--- src/rtl/cmr_pkg.sv ---
// Package: word indexes, constants and reset-value functions shared by the
// control register file. Assumes a 7-bit word index covering 0x000..0x1FF.
package cmr_pkg;
    typedef logic [6:0] widx_t;

    localparam widx_t IX_ID       = 7'd0;
    localparam widx_t IX_PROC     = 7'd1;
    localparam widx_t IX_OSC      = 7'd2;
    localparam widx_t IX_CTRL     = 7'd3;
    localparam widx_t IX_STAT     = 7'd4;
    localparam widx_t IX_LOCK     = 7'd5;
    localparam widx_t IX_AUXOSC   = 7'd7;
    localparam widx_t IX_SDRAM    = 7'd8;
    localparam widx_t IX_INIT     = 7'd9;
    localparam widx_t IX_REFCNT   = 7'd10;
    localparam widx_t IX_FLG_SET  = 7'd12;
    localparam widx_t IX_FLG_CLR  = 7'd13;
    localparam widx_t IX_NVF_SET  = 7'd14;
    localparam widx_t IX_NVF_CLR  = 7'd15;
    localparam widx_t IX_IRQ_STAT = 7'd16;
    localparam widx_t IX_IRQ_RAW  = 7'd17;
    localparam widx_t IX_IRQ_ENS  = 7'd18;
    localparam widx_t IX_IRQ_ENC  = 7'd19;
    localparam widx_t IX_SOFT_SET = 7'd20;
    localparam widx_t IX_SOFT_CLR = 7'd21;
    localparam widx_t IX_FIQ_STAT = 7'd24;
    localparam widx_t IX_FIQ_RAW  = 7'd25;
    localparam widx_t IX_FIQ_ENS  = 7'd26;
    localparam widx_t IX_FIQ_ENC  = 7'd27;

    localparam logic [31:0] ID_WORD    = 32'h411A_3001;
    localparam logic [31:0] STAT_WORD  = 32'h0010_0000;
    localparam logic [15:0] UNLOCK_KEY = 16'hA05F;
    localparam logic [31:0] OSC_RST    = 32'h0100_0048;
    localparam logic [31:0] AUXOSC_RST = 32'h0007_FEFF;
    localparam logic [31:0] INIT_RST   = 32'h0000_0112;
    localparam logic [31:0] SDRAM_BASE = 32'h0001_1122;

    // Memory register size code for a module of mb megabytes.
    function automatic logic [31:0] size_code(int mb);
        if (mb >= 256)     return 32'h10;
        else if (mb >= 128) return 32'h0C;
        else if (mb >= 64)  return 32'h08;
        else if (mb >= 32)  return 32'h04;
        else                return 32'h00;
    endfunction

    // Descriptor density byte for a module of mb megabytes.
    function automatic logic [7:0] density(int mb);
        if (mb >= 256)      return 8'd64;
        else if (mb >= 128) return 8'd32;
        else if (mb >= 64)  return 8'd16;
        else if (mb >= 32)  return 8'd4;
        else                return 8'd2;
    endfunction

    // One byte of the memory descriptor table.
    function automatic logic [7:0] desc_byte(logic [4:0] i, int mb);
        case (i)
            5'd0:    return 8'h80;
            5'd1:    return 8'h08;
            5'd31:   return density(mb);
            default: return 8'h00;
        endcase
    endfunction
endpackage

--- src/rtl/cmr_setclr_reg.sv ---
// Set/clear register: a set strobe ORs data in, a clear strobe removes the
// bits written as 1. Assumes the two strobes never share a cycle.
module cmr_setclr_reg #(
    parameter int W = 32
) (
    input  logic         clk,
    input  logic         rst_n,
    input  logic         set_en,
    input  logic         clr_en,
    input  logic [W-1:0] wdata,
    output logic [W-1:0] q
);
    // Apply set or clear writes to the stored word.
    always_ff @(posedge clk) begin
        if (!rst_n)      q <= '0;
        else if (set_en) q <= q | wdata;
        else if (clr_en) q <= q & ~wdata;
    end

    // after a clear write none of the written bits remain
    a_r5_clear_effect: assert property (@(posedge clk) disable iff (!rst_n)
        (clr_en && !set_en) |=> ((q & $past(wdata)) == '0));
endmodule

--- src/rtl/cmr_refcnt.sv ---
// Reference counter: a fractional accumulator turns the CLK_HZ clock into an
// average REF_HZ enable, which advances a free-running counter. Assumes
// REF_HZ <= CLK_HZ.
module cmr_refcnt #(
    parameter int CLK_HZ = 125_000_000,
    parameter int REF_HZ = 24_000_000,
    parameter int CNT_W  = 32
) (
    input  logic             clk,
    input  logic             rst_n,
    output logic [CNT_W-1:0] count
);
    localparam int ACC_W = $clog2(CLK_HZ + REF_HZ) + 1;
    localparam logic [ACC_W-1:0] STEP = ACC_W'(REF_HZ);
    localparam logic [ACC_W-1:0] WRAP = ACC_W'(CLK_HZ);

    logic [ACC_W-1:0] acc;
    logic [ACC_W-1:0] sum;
    logic             tick;

    // Next accumulator phase and tick decision.
    always_comb begin
        sum  = acc + STEP;
        tick = (sum >= WRAP);
    end

    // Advance the divider phase and the counter.
    always_ff @(posedge clk) begin
        if (!rst_n) begin
            acc   <= '0;
            count <= '0;
        end else begin
            acc   <= tick ? (sum - WRAP) : sum;
            if (tick) count <= count + 1'b1;
        end
    end

    // the counter moves by at most one per cycle
    a_r6_single_step: assert property (@(posedge clk) disable iff (!rst_n)
        (count != $past(count)) |-> (count == $past(count) + 1'b1));
endmodule

--- src/rtl/cmr_irq_group.sv ---
// Local interrupt group: one software level bit plus IRQ and FIQ enable words
// with set/clear write ports. Assumes one bus write per cycle.
module cmr_irq_group
    import cmr_pkg::*;
#(
    parameter int W = 32
) (
    input  logic         clk,
    input  logic         rst_n,
    input  logic         wr_en,
    input  widx_t        widx,
    input  logic [W-1:0] wdata,
    output logic         soft_lvl,
    output logic [W-1:0] irq_en,
    output logic [W-1:0] fiq_en
);
    logic irq_set, irq_clr, fiq_set, fiq_clr;

    // Decode the writes that target this group.
    always_comb begin
        irq_set = wr_en && (widx == IX_IRQ_ENS);
        irq_clr = wr_en && (widx == IX_IRQ_ENC);
        fiq_set = wr_en && (widx == IX_FIQ_ENS);
        fiq_clr = wr_en && (widx == IX_FIQ_ENC);
    end

    cmr_setclr_reg #(.W(W)) u_irq_en (
        .clk(clk), .rst_n(rst_n), .set_en(irq_set), .clr_en(irq_clr),
        .wdata(wdata), .q(irq_en));

    cmr_setclr_reg #(.W(W)) u_fiq_en (
        .clk(clk), .rst_n(rst_n), .set_en(fiq_set), .clr_en(fiq_clr),
        .wdata(wdata), .q(fiq_en));

    // Software interrupt level set and clear through bit 0.
    always_ff @(posedge clk) begin
        if (!rst_n) soft_lvl <= 1'b0;
        else if (wr_en && widx == IX_SOFT_SET && wdata[0]) soft_lvl <= 1'b1;
        else if (wr_en && widx == IX_SOFT_CLR && wdata[0]) soft_lvl <= 1'b0;
    end

    // an IRQ enable set write leaves every written bit set
    a_r7_irq_enset: assert property (@(posedge clk) disable iff (!rst_n)
        irq_set |=> ((irq_en & $past(wdata)) == $past(wdata)));
endmodule

--- src/rtl/cm_sysctl_regs.sv ---
// Processor module system control register file. Decodes a word-indexed
// register bus, holds the lock-guarded oscillators, control, memory and init
// words, and returns read data combinationally. Assumes ADDR_W >= 10.
module cm_sysctl_regs
    import cmr_pkg::*;
#(
    parameter int ADDR_W = 12,
    parameter int CLK_HZ = 125_000_000,
    parameter int REF_HZ = 24_000_000,
    parameter int MEM_MB = 128
) (
    input  logic              clk,
    input  logic              rst_n,
    input  logic              wr_en,
    input  logic [ADDR_W-1:0] addr,
    input  logic [31:0]       wdata,
    output logic [31:0]       rdata,
    output logic              reset_req,
    output logic              remap,
    output logic              led,
    output logic              int_flag
);
    localparam logic [31:0] SDRAM_RST = SDRAM_BASE | size_code(MEM_MB);

    logic        in_win;
    widx_t       widx;
    logic        bus_wr;
    logic        unlocked;
    logic [15:0] lock_q;
    logic [31:0] osc_q, auxosc_q, sdram_q, init_q;
    logic [31:0] flags_q, nvflags_q, refcnt;
    logic        soft_lvl;
    logic [31:0] irq_en, fiq_en;

    // Split the byte offset into window and word index.
    always_comb begin
        in_win   = (addr[ADDR_W-1:9] == '0);
        widx     = addr[8:2];
        bus_wr   = wr_en && in_win;
        unlocked = (lock_q == UNLOCK_KEY);
    end

    // Plain and lock-guarded storage registers.
    always_ff @(posedge clk) begin
        if (!rst_n) begin
            lock_q   <= '0;
            osc_q    <= OSC_RST;
            auxosc_q <= AUXOSC_RST;
            sdram_q  <= SDRAM_RST;
            init_q   <= INIT_RST;
        end else if (bus_wr) begin
            case (widx)
                IX_LOCK:   lock_q  <= wdata[15:0];
                IX_OSC:    if (unlocked) osc_q    <= wdata;
                IX_AUXOSC: if (unlocked) auxosc_q <= wdata;
                IX_SDRAM:  sdram_q <= wdata;
                IX_INIT:   init_q  <= wdata;
                default: ;
            endcase
        end
    end

    // Control bits and the one-cycle reset request.
    always_ff @(posedge clk) begin
        if (!rst_n) begin
            led       <= 1'b0;
            remap     <= 1'b0;
            reset_req <= 1'b0;
        end else begin
            reset_req <= bus_wr && (widx == IX_CTRL) && wdata[3];
            if (bus_wr && widx == IX_CTRL) begin
                led   <= wdata[0];
                remap <= wdata[2];
            end
        end
    end

    cmr_setclr_reg #(.W(32)) u_flags (
        .clk(clk), .rst_n(rst_n),
        .set_en(bus_wr && widx == IX_FLG_SET),
        .clr_en(bus_wr && widx == IX_FLG_CLR),
        .wdata(wdata), .q(flags_q));

    cmr_setclr_reg #(.W(32)) u_nvflags (
        .clk(clk), .rst_n(rst_n),
        .set_en(bus_wr && widx == IX_NVF_SET),
        .clr_en(bus_wr && widx == IX_NVF_CLR),
        .wdata(wdata), .q(nvflags_q));

    cmr_refcnt #(.CLK_HZ(CLK_HZ), .REF_HZ(REF_HZ), .CNT_W(32)) u_refcnt (
        .clk(clk), .rst_n(rst_n), .count(refcnt));

    cmr_irq_group #(.W(32)) u_irq (
        .clk(clk), .rst_n(rst_n), .wr_en(bus_wr), .widx(widx),
        .wdata(wdata), .soft_lvl(soft_lvl), .irq_en(irq_en), .fiq_en(fiq_en));

    // Combined enabled software interrupt.
    always_comb int_flag = soft_lvl && (irq_en[0] || fiq_en[0]);

    // Read data multiplexer.
    always_comb begin
        rdata = '0;
        if (in_win) begin
            if (widx[6:5] == 2'b10) begin
                rdata = {24'h0, desc_byte(widx[4:0], MEM_MB)};
            end else if (widx[6:5] == 2'b00) begin
                case (widx)
                    IX_ID:       rdata = ID_WORD;
                    IX_STAT:     rdata = STAT_WORD;
                    IX_OSC:      rdata = osc_q;
                    IX_CTRL:     rdata = {29'h0, remap, 1'b0, led};
                    IX_LOCK:     rdata = unlocked ? {15'h0, 1'b1, lock_q}
                                                  : {16'h0, lock_q};
                    IX_AUXOSC:   rdata = auxosc_q;
                    IX_SDRAM:    rdata = sdram_q;
                    IX_INIT:     rdata = init_q;
                    IX_REFCNT:   rdata = refcnt;
                    IX_FLG_SET:  rdata = flags_q;
                    IX_NVF_SET:  rdata = nvflags_q;
                    IX_IRQ_STAT: rdata = {31'h0, soft_lvl & irq_en[0]};
                    IX_IRQ_RAW:  rdata = {31'h0, soft_lvl};
                    IX_IRQ_ENS:  rdata = irq_en;
                    IX_SOFT_SET: rdata = {31'h0, soft_lvl};
                    IX_FIQ_STAT: rdata = {31'h0, soft_lvl & fiq_en[0]};
                    IX_FIQ_RAW:  rdata = {31'h0, soft_lvl};
                    IX_FIQ_ENS:  rdata = fiq_en;
                    default:     rdata = '0;
                endcase
            end
        end
    end

    // locked oscillator writes leave the register unchanged
    a_r3_osc_locked: assert property (@(posedge clk) disable iff (!rst_n)
        (wr_en && in_win && widx == IX_OSC && lock_q != UNLOCK_KEY)
        |=> $stable(osc_q));

    // a reset request only follows a bus write
    a_r4_req_from_write: assert property (@(posedge clk) disable iff (!rst_n)
        reset_req |-> $past(wr_en));
endmodule

--- config.mk ---
export PLATFORM = sky130hd
export DESIGN_NAME = cm_sysctl_regs
export DESIGN_NICKNAME = d
export VERILOG_FILES = /design/src/rtl/cmr_pkg.sv /design/src/rtl/cmr_setclr_reg.sv /design/src/rtl/cmr_refcnt.sv /design/src/rtl/cmr_irq_group.sv /design/src/rtl/cm_sysctl_regs.sv
export SDC_FILE = /design/constraint.sdc
export NUM_CORES = 1
export LEC_CHECK = 0
export ABC_AREA = 1
export BUFFER_PORTS_ARGS = -buffer_cell sky130_fd_sc_hd__buf_2
export CAP_MARGIN = 40
export CORE_MARGIN = 2
export CORE_UTILIZATION = 35
export DETAILED_ROUTE_END_ITERATION = 6
export GPL_ROUTABILITY_DRIVEN = 0
export GPL_TIMING_DRIVEN = 0
export PLACE_DENSITY = 0.52
export SLEW_MARGIN = 10
export SYNTH_ARGS = -nofsm -noshare
export SYNTH_HDL_FRONTEND = slang
export SYNTH_SLANG_ARGS = --single-unit
--- constraint.sdc ---
create_clock -name clk -period 2.4 [get_ports clk]
set_input_delay 0.24 -clock clk [delete_from_list [all_inputs] [get_ports clk]]
set_output_delay 0.24 -clock clk [all_outputs]
set_load 0.01 [all_outputs]
==> summary.txt <==
Status
  • Status: finished, violations left
  • Failing checks: negative setup slack

Drt
  • # DRC: 0
  • Routed WL: 71.8 mm
  • Initial detailed-routing violation count: 1738
  • Via count: 17600
  • Vias/cell: 5.75
  • Avg WL per Cell: 23.4 um
  • Detail Route Antenna Nets: 0
  • Drt first pass iters: 5

Setup path
  • Reg2reg end: u_refcnt.count[29]
  • Crit path kind: in -> out
  • RR Startpoint: u_refcnt.acc[9]
  • R2R setup slack: 0.04 ns
  • Critical path capture point type: primary output
  • Reg2Reg Depth: 16
  • Worst Path Required: 2.16 ns
  • Worst Path Max Fanout: 10
  • Critical Path AT: 2.29 ns
  • CP Launch Type: input pin

Placement
  • Placed cell areas: 0.0171 mm2
  • DP HPWL: 50.2 mm
  • IO buf count: 78

STA
  • Hold Slack: 0.0368 ns
  • Hold Vio Cnt, Final: 0
  • Worst slew margin: 35.6%
  • Worst clock skew: 0.0143 ns
  • Endpoints failing setup: 14
  • Peak Freq: 0.395 GHz
  • RSZ-0062 raised after global routing: yes
  • Fin crit share: 106%
  • Tmin final: 2.53 ns
  • Setup WS post-layout: -0.133 ns
  • Slew Viols, Final: 0
  • Setup_tns: -1.03 ns
  • Slew @ Worst Pin: 0.966 ns

Global routing
  • First-pass GRT wire length: 104 mm
  • Largest net degree at the start of global routing: 14
  • Vias in the first global route: 16600
  • Remaining Overflow, GRT: 0
  • Total GRT Usage: 29.4%
  • Number of antenna violations at the first check in global routing: 0

Layout
  • Fraction of layout cells with a size suffix above 1: 21.1%
  • Final Instance Area: 0.0207 mm2
  • Antenna cell count: 0
  • Fillers: 4430
  • Post-Route Utilization: 46.7%
  • Syn-to-layout area delta: 30.9%
  • Nets: 2491

Yosys
  • Synth top area share: 41.8%
  • Syn Inst Count: 2219
  • Syn avg cell area: 7.14 um2
  • Yosys warning total: 0
  • Ys async rst share: 0%
  • Syn Nets: 2271
  • Synth unique cells: 46
  • Mapped cell area: 0.0158 mm2
  • EDFF count, synth: 0
  • Main synth FF type: dfxtp_1
  • Largest area contributor in the netlist: dfxtp_1
  • Synth top area cells: dfxtp_1, nand2_1, a21oi_1
  • Sequential fraction of the synthesis area: 41.8%
  • #FFs+latches synth: 331

Run
  • Max-cap violations: 0

Floorplanning
  • Core area: 0.0444 mm2
  • Starting density of the core: 35.7%
  • Die width: 217 um
  • # IOs: 83
  • Die ar.: 0.0470 mm2
  • Std cell rows: 77
  • Die H: 217 um

Power
  • Switching power: 6550 uW
  • Seq pwr share: 31.4%
  • Sw Ratio: 34.9%
  • Clock power frac: 35.9%
  • Comb pwr share: 32.7%
  • Pwr dens: 906 mW/mm2
  • Max rail drop VDD: 0.000503 V
  • Pwr Total: 18800 uW
  • Cell-internal power: 12200 uW
  • Pleak: 0.00812 uW

Worst hold path
  • Hold path cells: 3
  • HP Start: wdata[6]
  • Hold WC Path Type: in -> reg

Clock tree
  • Skew-Pair Late Insertion Delay: 0.56 ns
  • CTS max path bufs: 3
  • Clock root cell: clkbuf_16
  • CTS buffer count: 40
  • Num Clock Sinks: 331
  • CTS clock-pin slew for the worst setup and hold paths: 0.06 ns
  • H-tree depth: 2
  • CTS tree: done
==> routing by layer <==
layer	track usage (%)	up-vias	share of wire (%)
met4	12.5	0	4.6
met5	0	-	0
met3	5.65	210	9.3
met2	46.6	882	45
met1	39.1	8480	41
li1	-	8047	-
==> what timing repair did <==
item                                    4_1_cts  5_1_grt
setup buffers                                15       33
endpoints found under the setup margin      119      123
hold buffers                                 30        0
cloned                                        2        5
gates resized for setup                     141      241
pin swaps                                    17       77
endpoints found under the hold margin       109        0
==> power groups by stage <==
| stage | registers [uW] | logic [uW] | clock network (uW) |
|---|---|---|---|
| floorplan | 5940 | 2820 | 0 |
| global placement | 5980 | 3830 | 0 |
| detailed placement | 5980 | 3870 | 0 |
| CTS | 5860 | 4330 | 6770 |
| global route | 5930 | 6570 | 7000 |
| finish | 5900 | 6130 | 6750 |
==> synth_stat cells (2+ instances only) <==
library cell	number
a22o_1	26
a21oi_1	269
nor4_1	10
o31ai_1	3
inv_1	169
buf_1	5
a221oi_1	52
xor2_1	20
o211ai_1	32
nor2_2	8
nor2_4	3
buf_6	5
ha_1	5
clkinv_1	4
nand4_1	30
nand3_4	2
nand2_1	490
nand2_2	23
dfxtp_1	331
nand2_4	3
o22ai_1	3
a211oi_1	38
buf_2	18
o2111ai_1	5
a21oi_2	10
nand3b_1	2
o32ai_1	3
inv_2	5
a41oi_1	5
and3_1	3
o41ai_1	3
a41o_1	2
nand3_1	84
o21ai_0	244
a31oi_1	5
nor2_1	170
nor3_1	20
nand3_2	4
clkbuf_1	98
==> cells by family (layout without fill, tap and decap cells) <==
kind of cell    after synthesis  count (layout)  share of synthesized area, %
simple gates                853             853                          22.9
compound gates              703             703                          26.0
flops                       331             331                          41.8
buf+inv                     307             559                          7.77
xor+xnor                     20              20                          1.11
fa+ha+maj                     5               5                         0.395
==> cell usage in the layout (no fill, tap or decap), types with 11 or more instances in the layout <==
master / count
nand2_2: 45
o211ai_1: 32
clkbuf_16: 47
nand4_1: 30
nand2_4: 31
dlygate4sd3_1: 30
buf_4: 47
a211oi_1: 37
nor2_1: 145
clkbuf_8: 15
xor2_1: 18
nor2_2: 17
a221oi_1: 39
nor2_4: 19
a21oi_2: 43
a22o_1: 26
inv_1: 149
dfxtp_1: 323
clkbuf_1: 72
nand2_1: 438
a21oi_1: 236
clkinv_2: 11
nand3_1: 72
buf_2: 88
inv_2: 21
nor3_1: 16
o21ai_0: 232
buf_6: 21
==> per-stage QoR <==
step	worst slack [ns]	std cells
2_1_floorplan	0.214	2219
4_1_cts	-0.0451	3025
3_5_place_dp	-1.28	2904
5_1_grt	-0.165	3063
6_report	-0.133	3063
3_3_place_gp	-1.31	2889
==> area by class of cell <==
type / count / area, um2 / area share (%)
Clock inverter: 23 / 310 / 1.50
Buffer: 129 / 830 / 4.00
Clock buffer: 51 / 1140 / 5.52
Inverter: 178 / 692 / 3.34
Tap cell: 592 / 741 / 3.57
Sequential cell: 331 / 6640 / 32.0
Multi-Input combinational cell: 1581 / 8930 / 43.1
Timing Repair Buffer: 178 / 1450 / 7.00
==> how the worst max path moves through the flow <==
stage / startpoint / end / slack (ns) / depth (start not counted)
2_1_floorplan: u_refcnt.acc[9] / u_refcnt.count[23] / 0.21 / 19
3_3_place_gp: addr[6] / rdata[11] / -1.31 / 11
3_5_place_dp: addr[6] / rdata[11] / -1.28 / 11
4_1_cts: addr[3] / rdata[3] / -0.05 / 13
5_1_grt: u_refcnt.acc[18] / u_refcnt.acc[21] / -0.17 / 17
6_report: addr[3] / rdata[7] / -0.13 / 12
==> critical path: stages <==
cell     delay [ns]
buf_2          0.18
inv_2          0.08
nor2_4         0.28
nand2_2        0.15
nor2_4         0.19
buf_6          0.23
buf_6          0.22
nand2_1        0.07
nand4_1        0.22
nand2_2        0.11
o41ai_4        0.08
buf_2          0.20
Note: power is estimated with default switching activity, not from simulation.
